**src/rtl/ccd_seq_pkg.sv**
```systemverilog
package ccd_seq_pkg;

   localparam int unsigned PHASE_STEPS = 6;

   typedef enum logic [3:0] {
      S_IDLE,
      S_FLUSH,
      S_PSHIFT,
      S_RG_HI,
      S_RG_SET,
      S_SMP_REF,
      S_SSHIFT,
      S_SW_SET,
      S_SMP_SIG,
      S_DONE
   } seq_state_t;

   // Step 0 is the rest level; each step overlaps its neighbours by one phase.
   function automatic logic [2:0] phase_of_step(input logic [2:0] step);
      case (step)
         3'd0:    phase_of_step = 3'b001;
         3'd1:    phase_of_step = 3'b011;
         3'd2:    phase_of_step = 3'b010;
         3'd3:    phase_of_step = 3'b110;
         3'd4:    phase_of_step = 3'b100;
         3'd5:    phase_of_step = 3'b101;
         default: phase_of_step = 3'b001;
      endcase
   endfunction

endpackage

```
**src/rtl/ccd_phase_stepper.sv**
```systemverilog
module ccd_phase_stepper
   import ccd_seq_pkg::*;
#(
   parameter int unsigned STEP_TICKS = 4
) (
   input  logic       clk,
   input  logic       rst_n,
   input  logic       run_i,
   output logic [2:0] phase_o,
   output logic       last_o
);

   localparam int unsigned TW       = (STEP_TICKS > 1) ? $clog2(STEP_TICKS) : 1;
   localparam logic [TW-1:0] TICK_END = TW'(STEP_TICKS - 1);
   localparam logic [2:0]    STEP_END = 3'(PHASE_STEPS - 1);

   if (STEP_TICKS < 1) begin : g_bad_ticks
      $error("ccd_phase_stepper: STEP_TICKS must be at least 1");
   end

   logic [2:0]    step_q;
   logic [TW-1:0] tick_q;
   logic          tick_end;

   assign tick_end = (tick_q == TICK_END);

   always_ff @(posedge clk or negedge rst_n) begin
      if (!rst_n) begin
         step_q <= '0;
         tick_q <= '0;
      end else if (!run_i) begin
         step_q <= '0;
         tick_q <= '0;
      end else if (tick_end) begin
         tick_q <= '0;
         step_q <= (step_q == STEP_END) ? 3'd0 : step_q + 3'd1;
      end else begin
         tick_q <= tick_q + TW'(1);
      end
   end

   assign last_o  = run_i && tick_end && (step_q == STEP_END);
   assign phase_o = phase_of_step(step_q);

endmodule

```
**src/rtl/ccd_readout_fsm.sv**
```systemverilog
module ccd_readout_fsm
   import ccd_seq_pkg::*;
#(
   parameter int unsigned ROWS         = 512,
   parameter int unsigned COLS         = 512,
   parameter int unsigned OVERSCAN     = 15,
   parameter int unsigned RG_TICKS     = 2,
   parameter int unsigned SETTLE_TICKS = 4,
   parameter int unsigned BIN_W        = 4
) (
   input  logic             clk,
   input  logic             rst_n,
   input  logic             start_i,
   input  logic             integrate_i,
   input  logic [BIN_W-1:0] vbin_i,
   input  logic [BIN_W-1:0] hbin_i,
   input  logic             par_last_i,
   input  logic             ser_last_i,
   output logic             par_run_o,
   output logic             ser_run_o,
   output logic             tg_o,
   output logic             sw_o,
   output logic             rg_o,
   output logic             strobe_o,
   output logic             busy_o,
   output logic             done_o
);

   localparam int unsigned RW    = $clog2(ROWS + 1);
   localparam int unsigned CW    = $clog2(COLS + 1);
   localparam int unsigned OW    = (OVERSCAN > 0) ? $clog2(OVERSCAN + 1) : 1;
   localparam int unsigned TMAX  = (RG_TICKS > SETTLE_TICKS) ? RG_TICKS : SETTLE_TICKS;
   localparam int unsigned TMW   = (TMAX > 1) ? $clog2(TMAX) : 1;
   localparam int unsigned CMP_W = (BIN_W > CW) ? BIN_W : CW;
   localparam logic [TMW-1:0] RG_LOAD  = TMW'(RG_TICKS - 1);
   localparam logic [TMW-1:0] SET_LOAD = TMW'(SETTLE_TICKS - 1);

   if (ROWS < 1 || COLS < 1 || RG_TICKS < 1 || SETTLE_TICKS < 1 || BIN_W < 1)
   begin : g_bad_cfg
      $error("ccd_readout_fsm: array size, tick counts and BIN_W must be at least 1");
   end

   seq_state_t       state_q;
   logic [RW-1:0]    rows_left_q;
   logic [CW-1:0]    cols_left_q;
   logic [OW-1:0]    ovs_left_q;
   logic [BIN_W-1:0] vbin_q;
   logic [BIN_W-1:0] hbin_q;
   logic [BIN_W-1:0] grp_cnt_q;
   logic [BIN_W-1:0] sh_left_q;
   logic [TMW-1:0]   tmr_q;

   // Width of the next imaging group: the smaller of the bin and the columns left.
   logic [CMP_W-1:0] hb_x, cl_x;
   logic [BIN_W-1:0] img_grp;
   logic             group_end, row_end;

   assign hb_x      = CMP_W'(hbin_q);
   assign cl_x      = CMP_W'(cols_left_q);
   assign img_grp   = BIN_W'((hb_x < cl_x) ? hb_x : cl_x);
   assign group_end = (grp_cnt_q + BIN_W'(1) == vbin_q) || (rows_left_q == RW'(1));
   assign row_end   = (ovs_left_q == '0) && (cols_left_q == '0);

   always_ff @(posedge clk or negedge rst_n) begin
      if (!rst_n) begin
         state_q     <= S_IDLE;
         rows_left_q <= '0;
         cols_left_q <= '0;
         ovs_left_q  <= '0;
         vbin_q      <= BIN_W'(1);
         hbin_q      <= BIN_W'(1);
         grp_cnt_q   <= '0;
         sh_left_q   <= '0;
         tmr_q       <= '0;
      end else begin
         case (state_q)
            S_IDLE: begin
               if (integrate_i) begin
                  state_q <= S_FLUSH;
               end else if (start_i) begin
                  vbin_q      <= (vbin_i == '0) ? BIN_W'(1) : vbin_i;
                  hbin_q      <= (hbin_i == '0) ? BIN_W'(1) : hbin_i;
                  rows_left_q <= RW'(ROWS);
                  grp_cnt_q   <= '0;
                  state_q     <= S_PSHIFT;
               end
            end
            S_FLUSH: begin
               if (ser_last_i && !integrate_i) state_q <= S_IDLE;
            end
            S_PSHIFT: begin
               if (par_last_i) begin
                  rows_left_q <= rows_left_q - RW'(1);
                  if (group_end) begin
                     grp_cnt_q   <= '0;
                     ovs_left_q  <= OW'(OVERSCAN);
                     cols_left_q <= CW'(COLS);
                     tmr_q       <= RG_LOAD;
                     state_q     <= S_RG_HI;
                  end else begin
                     grp_cnt_q <= grp_cnt_q + BIN_W'(1);
                  end
               end
            end
            S_RG_HI: begin
               if (tmr_q == '0) begin
                  tmr_q   <= SET_LOAD;
                  state_q <= S_RG_SET;
               end else begin
                  tmr_q <= tmr_q - TMW'(1);
               end
            end
            S_RG_SET: begin
               if (tmr_q == '0) state_q <= S_SMP_REF;
               else             tmr_q   <= tmr_q - TMW'(1);
            end
            S_SMP_REF: begin
               sh_left_q <= (ovs_left_q != '0) ? BIN_W'(1) : img_grp;
               state_q   <= S_SSHIFT;
            end
            S_SSHIFT: begin
               if (ser_last_i) begin
                  if (ovs_left_q != '0) ovs_left_q  <= ovs_left_q - OW'(1);
                  else                  cols_left_q <= cols_left_q - CW'(1);
                  if (sh_left_q == BIN_W'(1)) begin
                     tmr_q   <= SET_LOAD;
                     state_q <= S_SW_SET;
                  end else begin
                     sh_left_q <= sh_left_q - BIN_W'(1);
                  end
               end
            end
            S_SW_SET: begin
               if (tmr_q == '0) state_q <= S_SMP_SIG;
               else             tmr_q   <= tmr_q - TMW'(1);
            end
            S_SMP_SIG: begin
               if (row_end) begin
                  state_q <= (rows_left_q == '0) ? S_DONE : S_PSHIFT;
               end else begin
                  tmr_q   <= RG_LOAD;
                  state_q <= S_RG_HI;
               end
            end
            S_DONE:  state_q <= S_IDLE;
            default: state_q <= S_IDLE;
         endcase
      end
   end

   assign par_run_o = (state_q == S_PSHIFT);
   assign ser_run_o = (state_q == S_SSHIFT) || (state_q == S_FLUSH);
   assign tg_o      = (state_q == S_PSHIFT);
   assign sw_o      = (state_q == S_SSHIFT) || (state_q == S_FLUSH);
   assign rg_o      = (state_q == S_RG_HI)  || (state_q == S_FLUSH);
   assign strobe_o  = (state_q == S_SMP_REF) || (state_q == S_SMP_SIG);
   assign busy_o    = (state_q != S_IDLE);
   assign done_o    = (state_q == S_DONE);

endmodule

```
**src/rtl/ccd_clk_seq.sv**
```systemverilog
module ccd_clk_seq #(
   parameter int unsigned ROWS           = 512,
   parameter int unsigned COLS           = 512,
   parameter int unsigned OVERSCAN       = 15,
   parameter int unsigned PAR_STEP_TICKS = 8,
   parameter int unsigned SER_STEP_TICKS = 2,
   parameter int unsigned RG_TICKS       = 2,
   parameter int unsigned SETTLE_TICKS   = 4,
   parameter int unsigned BIN_W          = 4
) (
   input  logic             clk,
   input  logic             rst_n,
   input  logic             start_i,
   input  logic             integrate_i,
   input  logic [BIN_W-1:0] vbin_i,
   input  logic [BIN_W-1:0] hbin_i,
   output logic [2:0]       par_ph_o,
   output logic [2:0]       ser_ph_o,
   output logic             tg_o,
   output logic             tg_upper_o,
   output logic             sw_o,
   output logic             rg_o,
   output logic             strobe_o,
   output logic             busy_o,
   output logic             done_o
);

   localparam int unsigned N_CHAN = 2;   // channel 0 parallel, channel 1 serial

   logic [N_CHAN-1:0] run_w;
   logic [N_CHAN-1:0] last_w;
   logic [2:0]        phase_w [N_CHAN];
   logic              par_run, ser_run;

   ccd_readout_fsm #(
      .ROWS         (ROWS),
      .COLS         (COLS),
      .OVERSCAN     (OVERSCAN),
      .RG_TICKS     (RG_TICKS),
      .SETTLE_TICKS (SETTLE_TICKS),
      .BIN_W        (BIN_W)
   ) u_fsm (
      .clk         (clk),
      .rst_n       (rst_n),
      .start_i     (start_i),
      .integrate_i (integrate_i),
      .vbin_i      (vbin_i),
      .hbin_i      (hbin_i),
      .par_last_i  (last_w[0]),
      .ser_last_i  (last_w[1]),
      .par_run_o   (par_run),
      .ser_run_o   (ser_run),
      .tg_o        (tg_o),
      .sw_o        (sw_o),
      .rg_o        (rg_o),
      .strobe_o    (strobe_o),
      .busy_o      (busy_o),
      .done_o      (done_o)
   );

   assign run_w = {ser_run, par_run};

   for (genvar gi = 0; gi < N_CHAN; gi++) begin : g_chan
      localparam int unsigned TICKS = (gi == 0) ? PAR_STEP_TICKS : SER_STEP_TICKS;
      ccd_phase_stepper #(.STEP_TICKS(TICKS)) u_step (
         .clk     (clk),
         .rst_n   (rst_n),
         .run_i   (run_w[gi]),
         .phase_o (phase_w[gi]),
         .last_o  (last_w[gi])
      );
   end

   assign par_ph_o   = phase_w[0];
   assign ser_ph_o   = phase_w[1];
   assign tg_upper_o = 1'b0;

endmodule

```
**config.mk**
```make
export PLATFORM = sky130hd
export DESIGN_NAME = ccd_clk_seq
export DESIGN_NICKNAME = d
export VERILOG_FILES = /design/src/rtl/ccd_seq_pkg.sv /design/src/rtl/ccd_phase_stepper.sv /design/src/rtl/ccd_readout_fsm.sv /design/src/rtl/ccd_clk_seq.sv
export SDC_FILE = /design/constraint.sdc
export NUM_CORES = 1
export LEC_CHECK = 0
export ABC_AREA = 1
export BUFFER_PORTS_ARGS = -buffer_cell sky130_fd_sc_hd__buf_2
export CORE_AREA = 8 8 114 116
export DETAILED_ROUTE_END_ITERATION = 16
export DIE_AREA = 0 0 122 124
export PLACE_DENSITY = 0.51
export SKIP_CTS_REPAIR_TIMING = 1
export SYNTH_ARGS = -nofsm -noshare
export SYNTH_HDL_FRONTEND = slang
export SYNTH_SLANG_ARGS = --single-unit
```
**constraint.sdc**
```tcl
create_clock -name clk -period 1.7 [get_ports clk]
set_input_delay 0.085 -clock clk [delete_from_list [all_inputs] [get_ports clk]]
set_output_delay 0.085 -clock clk [all_outputs]
set_load 0.05 [all_outputs]
```
# Word level (Yosys, flattened, before mapping)
# Index checks and enable logic that the tools add are counted.
[totals]
register_bits = 56
latch_bits = 0
mem_bits_rw = 0
mem_bits_ro = 0
in_bits = 12
memories = 0
[op_classes]
add_sub_neg = 10
n_mul = 0
n_div = 0
n_lt_le_gt_ge = 1
eq_ne = 41
shift = 0
muxes = 59
n_bitwise = 1
reduce_logical = 32
[ops]
columns = ["operator", "n"]
rows = [
  ["4-bit 2-to-1 mux", 26],
  ["10-bit 2-to-1 mux", 7],
  ["10-bit case mux with 2 select lines", 2],
  ["4-bit case mux with 9 select lines", 1],
  ["3-bit case mux with 5 select lines", 2],
  ["3-bit 2-to-1 mux", 8],
  ["4-bit case mux with 2 select lines", 3],
  ["10-bit logical NOT", 2],
  ["2-bit inequality test, second input constant", 10],
  ["10-bit by 1-bit subtractor with 10-bit output, second input constant", 2],
  ["4-bit by 3-bit == test with 1-bit output, second input constant", 4],
  ["4-bit logical NOT", 4],
  ["3-bit == test, second input constant", 5],
  ["2-bit 2-to-1 mux", 7],
  ["2-bit by 1-bit inequality test with 1-bit output, second input constant", 7],
  ["3-bit by 2-bit == test with 1-bit output, second input constant", 4],
  ["10-bit by 1-bit == test with 1-bit output, second input constant", 1],
  ["4-bit by 10-bit less-than comparator with 1-bit output", 1],
  ["2-bit case mux with 5 select lines", 1],
  ["5-bit AND reduction", 2],
  ["3-bit by 1-bit adder with 3-bit output, second input constant", 3],
  ["9-bit AND reduction", 1],
  ["4-bit by 1-bit == test with 1-bit output, second input constant", 2],
  ["4-bit by 2-bit == test with 1-bit output, second input constant", 2],
  ["21 further kinds", 37],
]

# Logic depth before layout (Yosys ltp)
# Gate-level depths: netlist of the first run.
[logic_depth]
depth_word = 7
mapped_depth = 12
depth_no_buf = 12

# By module
# From an unflattened synthesis of the first run, not the netlist that was laid out.
[unflattened]
hier_cells = 551
hier_area_um2 = 3860.0
[by_module_without_submodules]
columns = ["module", "instances", "cells_per_inst", "area_per_inst_um2", "seq_area_each_um2"]
rows = [
  ["ccd_readout_fsm", 1, 472, 3266.9, 1153.6],
  ["ccd_phase_stepper (g_chan[0].u_step)", 1, 43, 326.6, 150.1],
  ["ccd_phase_stepper (g_chan[1].u_step)", 1, 34, 255.2, 100.1],
  ["ccd_clk_seq", 1, 2, 11.3, 0.0],
]

# Worst setup path after synthesis of the first run
# Ideal clock, no wire load.
[synth_timing]
kind = "flip-flop to output port"
startpoint = "register g_chan[1].u_step.step_q[0]"
endpoint = "output ser_ph_o[0]"
arrival_time_ps = 2549
setup_slack_ps = -934
path_stages_with_launch = 7
cell_sequence = "dfrtp_1 > nand2_1 > inv_1 > ha_1 > inv_1 > o21ai_0 > o21ai_0"
[synth_between]
elab_chain_cells = 2
elab_cells_between_ends = 6
classes_between = "5 x eq/ne; 1 x mux"
[synth_lines]
columns = ["item", "line_no", "text"]
rows = [
  ["start, declared", "ccd_phase_stepper.sv:21", "logic [2:0] step_q;"],
  ["start signal, assigned", "ccd_phase_stepper.sv:36", "step_q <= (step_q == STEP_END) ? 3'd0 : step_q + 3'd1;"],
  ["3-bit == test (tied with other cells)", "ccd_seq_pkg.sv:20", "case (step)"],
  ["3-bit case mux with 5 select lines (*)", "ccd_seq_pkg.sv:20", ""],
  ["end, declared", "ccd_clk_seq.sv:18", "output logic [2:0] ser_ph_o,"],
]
# Every way passes the cells marked *; elsewhere a longest branch is shown, timed or not.

# Worst setup path after layout of the first run
[layout_timing]
startpoint = "register u_fsm.grp_cnt_q[1]"
endpoint = "register u_fsm.ovs_left_q[0]"
[layout_between]
elab_chain_cells = 5
[layout_lines]
columns = ["item", "line_no", "text"]
rows = [
  ["start, declared", "ccd_readout_fsm.sv:49", "logic [BIN_W-1:0] grp_cnt_q;"],
  ["start signal, assigned", "ccd_readout_fsm.sv:101", "grp_cnt_q <= grp_cnt_q + BIN_W'(1);"],
  ["4-bit by 1-bit adder with 4-bit output", "ccd_readout_fsm.sv:61", "assign group_end = (grp_cnt_q + BIN_W'(1) == vbin_q) || (rows_left_q == RW'(1));"],
  ["4-bit == test", "ccd_readout_fsm.sv:61", ""],
  ["1-bit logical OR", "ccd_readout_fsm.sv:61", ""],
  ["2-bit inequality test (no line)", "-", ""],
  ["5-bit AND reduction (no line)", "-", ""],
  ["end signal, assigned", "ccd_readout_fsm.sv:96", "ovs_left_q <= OW'(OVERSCAN);"],
  ["end signal, assigned", "ccd_readout_fsm.sv:123", "if (ovs_left_q != '0) ovs_left_q <= ovs_left_q - OW'(1);"],
  ["end, declared", "ccd_readout_fsm.sv:46", "logic [OW-1:0] ovs_left_q;"],
]
# No other way between the ends.
# A chain may end at the register's enable or synchronous reset.

==> reports/results.tsv, run 1 <==
metric	value	unit
antenna-violating nets left	0	
Filler cells	1125	
Max-cap violations	0	
worst hold start	vbin_i[2]	
number of synthesized register bits	56	
most common cell after layout, fill and taps aside	nand2_1	
Worst R2R Setup Slack	-0.08	ns
clk buf depth	2	
GRT overflow	0	
synthesis warning total	0	
total number of H-tree levels	2	
drt initial violations	136	
Die W	122	um
Period minus WS final	1.78	ns
CP max FO	13	
Worst-path clk slew	0.07	ns
Sink Count	56	
RSZ-0062 raised after global routing	true	
Vias/cell	4.75	
worst endpoint required time	1.90	ns
DRC	0	
placed cell area	4710	um2
Cells after Synth	520	
Hold Path Class	input port to register	
post-route non-filler standard cell count	764	
finished layout cell area	5180	um2
starting density of the core	0.343	
root buf cell	clkbuf_16	
global placer's final weighted congestion	0.811	
die area	15100	um2
final slew viol count	0	
routed wire length	9.76	mm
Syn Area/Cell	7.38	um2
failing checks	negative setup slack	
top post-synthesis cells by area	dfrtp_1 (35%), nand2_1 (13%), inv_1 (6.9%)	
Placed Cells	749	
reg2reg end	u_fsm.ovs_left_q[0]	
number of global-route vias before repair	3516	
FP Rows	39	
most frequent cells in the layout	nand2_1 (127), buf_4 (70), inv_1 (65), dfrtp_1 (51), nor2_1 (42)	
initial antenna violation count	0	
fin crit share	1.05	
Hold Crit Depth	3	
Yosys cell types	42	
CTS tree	done	
Max IR drop VDD	510	uV
syn nets	549	
Netlist Area Pre-Place	3840	um2
area leader, netlist	dfrtp_1	
Final setup viols	14	
Yosys top cell area share	0.352	
largest net degree at the start of global routing	57	
Arr. time, crit path	1.98	ns
area delta synth->final	35.1	%
Detailed Routing Iterations Pass 1	5	
chip height	124	um
Post-DP HPWL	7.39	mm
type of the worst setup path	register to register	
Nets	649	
clk_lat worst skew	0.30	ns
Floorplan Core Area	11200	um2
routed via count	3629	
reg2reg start	u_fsm.grp_cnt_q[1]	
clk_skew	0.00885	ns
total CTS buffers	5	
port bufs	23	
I/O pins	25	
final hold violations	0	
CP endpoint kind	register	
fmax	0.561	GHz
share of layout cells above drive strength 1	0.314	
first-pass GRT wire length	16.0	mm
LEAKAGE	2.66	nW
Setup crit start kind	register	
reg2reg path depth	10	
n_diodes	0	
pre-CTS WS	-0.108	ns
mean routed wirelength per cell	12.8	um
final critical-path setup slack	-0.0839	ns
status	complete, but fails checks	
worst hold endpoint	u_fsm.vbin_q[2]	
GRT Total Usage	0.132	
Pwr Density	498	nW/um2
post-synthesis sequential area ratio	0.366	
kinds of logic after synthesis:
logic type / count (synthesis) / share of synthesized area
buffers and inverters: 88 / 0.0969
DFF: 56 / 0.366
AOI/OAI and AO/OA: 68 / 0.106
and+or+nand+nor: 277 / 0.345
adders and majority gates: 17 / 0.0554
other: 1 / 0.000978
xor gates and xnor gates: 13 / 0.0297
registers in the layout (all words and copies together) (netlist names):
name and flops:
g_chan.u_step.tick_q 3, u_fsm.ovs_left_q 4, u_fsm.vbin_q 4, u_fsm.cl_x 10, u_fsm.rows_left_q 10, u_fsm.hbin_q 4
u_fsm.grp_cnt_q 4, u_fsm.state_q 4, u_fsm.tmr_q 2, g_chan.u_step.tick_end 1, g_chan.u_step.step_q 6, u_fsm.sh_left_q 4
how the worst max path moves through the flow:
stage / start / end / slack (ns)
after floorplan: g_chan[1].u_step.step_q[0] / ser_ph_o[0] / -0.27
after global placement: u_fsm.grp_cnt_q[1] / u_fsm.state_q[2] / -0.04
after detailed placement: u_fsm.grp_cnt_q[1] / u_fsm.state_q[2] / -0.11
after CTS: u_fsm.state_q[0] / strobe_o / -0.18
after global routing: u_fsm.state_q[1] / u_fsm.ovs_left_q[1] / -0.17
final: u_fsm.grp_cnt_q[1] / u_fsm.ovs_left_q[0] / -0.08
Yosys cell counts, drive strengths merged:
cell type,instances
xor2,10
xnor2,3
nor2,63
o41ai,1
ha,17
o22ai,3
nor4,2
o21ai,43
nor3,6
clkinv,1
a21oi,14
o31ai,5
and2,1
buf,9
nand3,38
clkbuf,1
o32ai,1
inv,77
a31o,1
nand2,141
nand3b,2
or2,1
dfrtp,54
nand4,23
dfstp,2
conb,1
worst max-delay path, stage by stage (launching register included):
cell,delay [ns]
dfrtp_1,0.42
ha_4,0.26
xnor2_1,0.14
nand2_1,0.08
nor2_2,0.15
nand3_4,0.13
a21oi_4,0.18
buf_12,0.15
nand3_1,0.07
nand2_1,0.07
inv_1,0.04
through the flow:
stage | TNS (ns) | utilization | power [mW] | hold WS [ns]
after global routing | -2.66 | 0.464 | 2.69 | 0.0230
after detailed placement | -1.34 | 0.421 | 1.51 | 0.132
after floorplan | -0.361 | - | 1.44 | -0.211
final | -0.528 | 0.464 | 2.58 | 0.00328
after CTS | -2.15 | 0.435 | 2.60 | -0.194
after global placement | -0.406 | 0.421 | 1.51 | 0.133
routing by layer:
layer | wire (um) | track usage | vias up
li1 | - | - | 1886
met2 | 5000 | 0.233 | 31
met4 | 121 | 0.0470 | 0
met1 | 4410 | 0.155 | 1703
met3 | 237 | 0.0254 | 9
met5 | 0 | 0 | -
power by group:
group	total (mW)	internal [mW]	switching, mW
clock	1.08	0.590	0.491
sequential	1.35	1.34	0.00765
combinational	0.148	0.0552	0.0927
area by class of cell:
type	instances	area [um2]	area share
timing repair buffer	103	825	0.159
clock buffer	8	146	0.0282
sequential	56	1410	0.272
inverter	78	308	0.0594
multi-input combinational	376	2320	0.447
tap	143	179	0.0345
No activity file was read; power rests on OpenSTA's default activity.
==> inputs of run 2 (changes only) <==
Settings changed: ABC_AREA 1 to unset, CORE_AREA 8 8 114 116 to 8 8 111 113, DIE_AREA 0 0 122 124 to 0 0 119 121.
==> reports/results.tsv, run 2 <==
metric	value	unit	change
status	complete, but fails checks		
failing checks	negative hold slack, negative setup slack		
DRC	0		unchanged
GRT Total Usage	0.133		+0.000904
Detailed Routing Iterations Pass 1	5		unchanged
Max IR drop VDD	816	uV	+60%
number of global-route vias before repair	3453		-1.8%
LEAKAGE	2.62	nW	-1.7%
final slew viol count	0		unchanged
Pwr Total	7.40	mW	+190%
Period minus WS final	2.26	ns	+0.478 ns
synthesis warning total	0		unchanged
clk_lat worst skew	0.33	ns	+0.03 ns
n_diodes	0		unchanged
Setup crit start kind	register		
post-route non-filler standard cell count	698		-8.6%
Worst R2R Setup Slack	-0.56	ns	-0.48 ns
global placer's final weighted congestion	0.785		-3.2%
reg2reg end	u_fsm.cl_x[9]		
worst endpoint required time	1.91	ns	about the same
Max-cap violations	0		unchanged
slew margin rel.	0.623		
global route hottest layer	met2		
root buf cell	clkbuf_8		
Post-synth EDFFs	0		unchanged
FP Rows	38		-2.6%
routed wire length	9.80	mm	+0.43%
Placed Cells	661		-12%
sw power	3.09	mW	+420%
routed via count	3507		-3.4%
Floorplan Core Area	10600	um2	-5.1%
chip height	121	um	-2.4%
type of the worst setup path	register to register		
number of synthesized register bits	56		unchanged
drt initial violations	179		+32%
Nets	586		-9.7%
most common cell after layout, fill and taps aside	buf_4		
final hold violations	1		+1
final critical-path setup slack	-0.562	ns	-0.478 ns
antenna-violating nets left	0		unchanged
Hold Path Class	input port to register		
I/O pins	25		unchanged
port bufs	23		unchanged
Pwr Density	1320	nW/um2	+170%
Final setup viols	52		+38
CTS tree	done		
fin crit share	1.33		+0.281
fmax	0.442	GHz	-21%
main flop type after synthesis	dfrtp_1		
Netlist Area Pre-Place	3580	um2	-6.7%
placed cell area	4800	um2	+2.0%
combinational power share	0.634		+0.577
Sink Count	56		unchanged
Yosys top cell area share	0.377		+0.0252
largest net degree at the start of global routing	36		-37%
sequential power share	0.257		-0.267
Yosys cell types	61		+45%
total CTS buffers	5		unchanged
measured slew at the worst slew-check pin	0.565	ns	
Internal Pwr Total	4.32	mW	+120%
first-pass GRT wire length	16.1	mm	+0.48%
Hold Worst Slack	-0.00803	ns	-0.0113 ns
Cells after Synth	407		-22%
area delta synth->final	56.7	%	
CP max FO	8		-5
clk_skew	0.0119	ns	+0.00301 ns
most frequent cells in the layout	buf_4 (110), dfrtp_1 (54), nand2_1 (40), nor2_1 (31), buf_6 (27)		
top post-synthesis cells by area	dfrtp_1 (38%), ha_1 (5.9%), nand2_1 (4.6%)		
Post-DP HPWL	7.00	mm	-5.4%
clk buf depth	2		unchanged
finished layout cell area	5610	um2	+8.2%
CP endpoint kind	register		
Arr. time, crit path	2.47	ns	+0.49 ns
Worst-path clk slew	0.11	ns	+0.04 ns
Clk pwr share	0.109		-0.310
met1 Use GR	0.172		+0.0169
Die W	119	um	-2.5%
area leader, netlist	dfrtp_1		
synth cell count leaders	dfrtp_1 (54), nand2_1 (44), nor2_1 (34)		
met3 global-route usage	0.0242		-0.00119
Synth async-reset ratio	1.00		unchanged
total number of H-tree levels	2		unchanged
syn nets	436		-21%
share of layout cells above drive strength 1	0.439		+0.125
reg2reg path depth	5		-5
GRT overflow	0		unchanged
starting density of the core	0.338		-0.00568
die area	14400	um2	-4.8%
RSZ-0062 raised after global routing	true		
worst hold start	vbin_i[0]		
cell with the most instances after synthesis	dfrtp_1		
CP endpoint	u_fsm.cl_x[9]		
initial antenna violation count	0		unchanged
Worst Setup SP	u_fsm.state_q[2]		
sw frac	0.417		+0.188
mean routed wirelength per cell	14.0	um	+9.9%
Vias/cell	5.02		+5.8%
reg2reg start	u_fsm.state_q[2]		
routing usage on met2	0.217		-0.0166
Syn Area/Cell	8.80	um2	+19%
post-synthesis sequential area ratio	0.392		+0.0262
-- run 2: cell types whose count changed after synthesis, sizes merged, moves of 9 or more --
cell / delta
nor2: -29
nor3: +14
nand2: -97
mux2i: +9
o21ai: -25
clkbuf: +12
nand4: -21
inv: -52
nand3: -27
-- run 2: power groups by stage --
| stage | clock network [mW] | registers, mW | logic [mW] |
|---|---|---|---|
| after floorplan | 0 | 1.95 | 2.37 |
| after global placement | 0 | 1.89 | 3.92 |
| after detailed placement | 0 | 1.90 | 3.96 |
| after CTS | 0.835 | 1.87 | 3.98 |
| after global routing | 0.889 | 1.95 | 5.12 |
| final | 0.807 | 1.91 | 4.69 |
-- run 2: metrics by stage --
stage          TNS [ns]   util  setup slack, ns
6_report         -16.03  0.529           -0.562
5_1_grt          -20.42  0.529           -0.595
4_1_cts          -19.65  0.462           -0.731
3_5_place_dp     -16.49  0.453           -0.688
3_3_place_gp     -15.31  0.453           -0.653
2_1_floorplan    -11.64      -           -0.634
-- run 2: metal layers --
metal	wire length [um]	vias to the layer above	share of wire
met5	0	-	0
met3	321	10	0.033
met2	4640	53	0.47
met1	4700	1686	0.48
li1	-	1758	-
met4	145	0	0.015
-- run 2: logic make-up (layout without fill, tap and decap cells) --
family          count (synthesis)  in the layout  share of synthesized area
compound gates                 89             89                      0.173
xor+xnor                       12             12                     0.0332
fa+ha+maj                      17             17                     0.0594
buf+inv                        46            197                     0.0510
flops                          56             56                      0.392
mux                            17             17                     0.0503
other cells                     1              1                    0.00105
simple gates                  169            169                      0.240
-- run 2: cell type report --
cell class	instances	area [um2]
Clock buffer	6	82.6
Timing Repair Buffer	164	1360
Multi-Input combinational cell	305	2470
Sequential cell	56	1400
Fill cell	987	4990
Inverter	25	96.3
Clock inverter	2	15.0
Tap cell	140	175
-- run 2: how the worst min path moves through the flow --
stage / cells past startpoint / to
2_1_floorplan: 0 / g_chan[0].u_step.step_q[0]
3_3_place_gp: 1 / u_fsm.rows_left_q[8]
3_5_place_dp: 1 / u_fsm.rows_left_q[8]
4_1_cts: 1 / u_fsm.rows_left_q[4]
5_1_grt: 3 / u_fsm.vbin_q[0]
6_report: 3 / u_fsm.vbin_q[0]
-- run 2: critical path, cell delays in order (launching register included) --
cell	delay (ns)
dfrtp_1	0.41
or4b_4	0.57
or2_4	0.26
a21boi_4	0.15
or3_4	0.47
o311a_1	0.31
==> inputs of run 3 (changes only) <==
==> constraint.sdc (replaced) <==
create_clock -name clk -period 1.7 [get_ports clk]
set_input_delay 0.34 -clock clk [delete_from_list [all_inputs] [get_ports clk]]
set_output_delay 0.34 -clock clk [all_outputs]
set_load 0.05 [all_outputs]
==> reports/results.tsv, run 3 (synthesis results as in run 2) <==
metric	value	unit	change
Max-cap violations	0		unchanged
placed cell area	4830	um2	+0.55%
Post-DP HPWL	6.80	mm	-2.8%
drt initial violations	158		-12%
FP Rows	38		unchanged
routed wire length	9.90	mm	+1.0%
Final setup viols	57		+9.6%
DRC	0		unchanged
LEAKAGE	2.65	nW	+1.0%
global placer's final weighted congestion	0.781		-0.50%
chip height	121	um	unchanged
most common cell after layout, fill and taps aside	buf_4		
CP top delay family	simple AND/OR/NAND/NOR gates		
sw power	3.12	mW	+1.1%
sw frac	0.409		-0.00745
fmax	0.441	GHz	-0.22%
antenna-violating nets left	0		unchanged
type of the worst setup path	register to register		
RSZ-0062 raised after global routing	true		
initial antenna violation count	0		unchanged
delay of the slowest critical-path stage	0.55	ns	-0.02 ns
root buf cell	clkbuf_8		
Period minus WS final	2.27	ns	+0.00496 ns
GRT overflow	0		unchanged
clk_skew	0.00807	ns	-0.00379 ns
final core utilization	0.536		+0.00673
TNS Setup	-17.89	ns	-1.86 ns
largest net degree at the start of global routing	57		+58%
worst endpoint required time	1.91	ns	about the same
status	complete, but fails checks		
final slew viol count	0		unchanged
GRT Total Usage	0.127		-0.00561
Worst-path clk slew	0.11	ns	about the same
first-pass GRT wire length	15.5	mm	-3.4%
clk buf depth	2		unchanged
share of layout cells above drive strength 1	0.466		+0.0270
slew margin rel.	0.642		+0.0182
Worst Path Buf+Inv	1		+1
measured slew at the worst slew-check pin	0.535	ns	-0.0298 ns
mean routed wirelength per cell	14.1	um	+0.73%
total number of H-tree levels	2		unchanged
final critical-path setup slack	-0.567	ns	-0.00496 ns
Floorplan Core Area	10600	um2	unchanged
Pwr Total	7.63	mW	+3.0%
CTS tree	done		
Clk pwr share	0.105		-0.004
combinational power share	0.645		+0.011
n_diodes	0		unchanged
clk_lat worst skew	0.31	ns	-0.02 ns
finished layout cell area	5680	um2	+1.3%
Nets	588		+0.34%
Internal Pwr Total	4.50	mW	+4.3%
Max IR drop VDD	1140	uV	+40%
final hold violations	0		-1
Arr. time, crit path	2.48	ns	about the same
Vias/cell	5.01		-0.23%
Filler cells	971		-1.6%
failing checks	negative setup slack		
Pwr Density	1340	nW/um2	+1.7%
total CTS buffers	5		unchanged
Die W	119	um	unchanged
routed via count	3509		+0.057%
area delta synth->final	58.7	%	
Hold Path Class	input port to asynchronous set/reset pin		
slowest CP cell	or4b_4		
I/O pins	25		unchanged
Setup crit start kind	register		
fin crit share	1.33		+0.00292
port bufs	23		unchanged
sequential power share	0.250		-0.007
CP endpoint kind	register		
number of global-route vias before repair	3309		-4.2%
critical-path cell list	or4b_4 -> or2_4 -> a21boi_4 -> or3_4 -> buf_6 -> a22o_1		
Detailed Routing Iterations Pass 1	4		-1
CP max FO	7		-1
die area	14400	um2	unchanged
Sink Count	56		unchanged
starting density of the core	0.338		unchanged
most frequent cells in the layout	buf_4 (118), dfrtp_1 (53), nand2_1 (42), nor2_1 (31), buf_6 (28)		
==> run 3: cell types whose count changed in the layout (fill, tap and decap cells not counted), moves of 3 or more <==
cell and delta:
buf_2 -3, dlygate4sd3_1 -8, ha_2 +3, buf_4 +8
==> run 3: routing by layer <==
layer	vias to the layer above	track usage	routed length [um]
li1	1772	-	-
met1	1672	0.175	4780
met2	54	0.203	4670
met3	11	0.0191	324
met4	0	0.0332	127
met5	-	0	0
==> run 3: path summary, 6_finish.rpt <==
kind                             startpoint  slack [ns]              endpoint  cells past startpoint
max                        u_fsm.state_q[3]       -0.57         u_fsm.cl_x[5]                      6
min                                   rst_n        0.01  u_fsm.rows_left_q[7]                      2
max reg2reg                u_fsm.state_q[3]       -0.57         u_fsm.cl_x[5]                      6
min reg2reg                 u_fsm.vbin_q[0]        0.49       u_fsm.vbin_q[0]                      2
max in group asynchronous             rst_n        1.40       u_fsm.hbin_q[0]                      2
min in group clk                  vbin_i[3]        0.24       u_fsm.vbin_q[3]                      3
==> run 3: cell type report <==
type	instances	area, um2	share of cell area
multi-input cells	305	2510	0.442
clock buffers	7	86.3	0.0152
inverters	25	97.6	0.0172
well taps	140	175	0.0308
clock inverters	1	7.51	0.00132
flip-flops and latches	56	1410	0.247
repair buffers	166	1400	0.246
==> run 3: power by group through the flow <==
stage	logic [mW]	registers [mW]	clock network (mW)
final	4.92	1.91	0.798
after global routing	5.37	1.95	0.869
after CTS	4.05	1.87	0.824
after detailed placement	4.03	1.90	0
after global placement	4.01	1.89	0
after floorplan	2.50	1.95	0
==> run 3: worst register-to-register path, delay by kind of cell, from the launching register on <==
kind / cells / cell delay [ns]
and+or+nand+nor: 3 / 1.25
DFF: 1 / 0.43
AOI/OAI and AO/OA: 2 / 0.34
buffers and inverters: 1 / 0.15
==> run 3: metrics by stage <==
stage                     hold slack [ns]  setup WS, ns  instances
after detailed placement            0.370        -0.639        664
final                              0.0113        -0.567        700
after CTS                          0.0173        -0.679        672
after global routing               0.0306        -0.633        700
after floorplan                    0.0444        -0.634        407
after global placement              0.368        -0.641        664
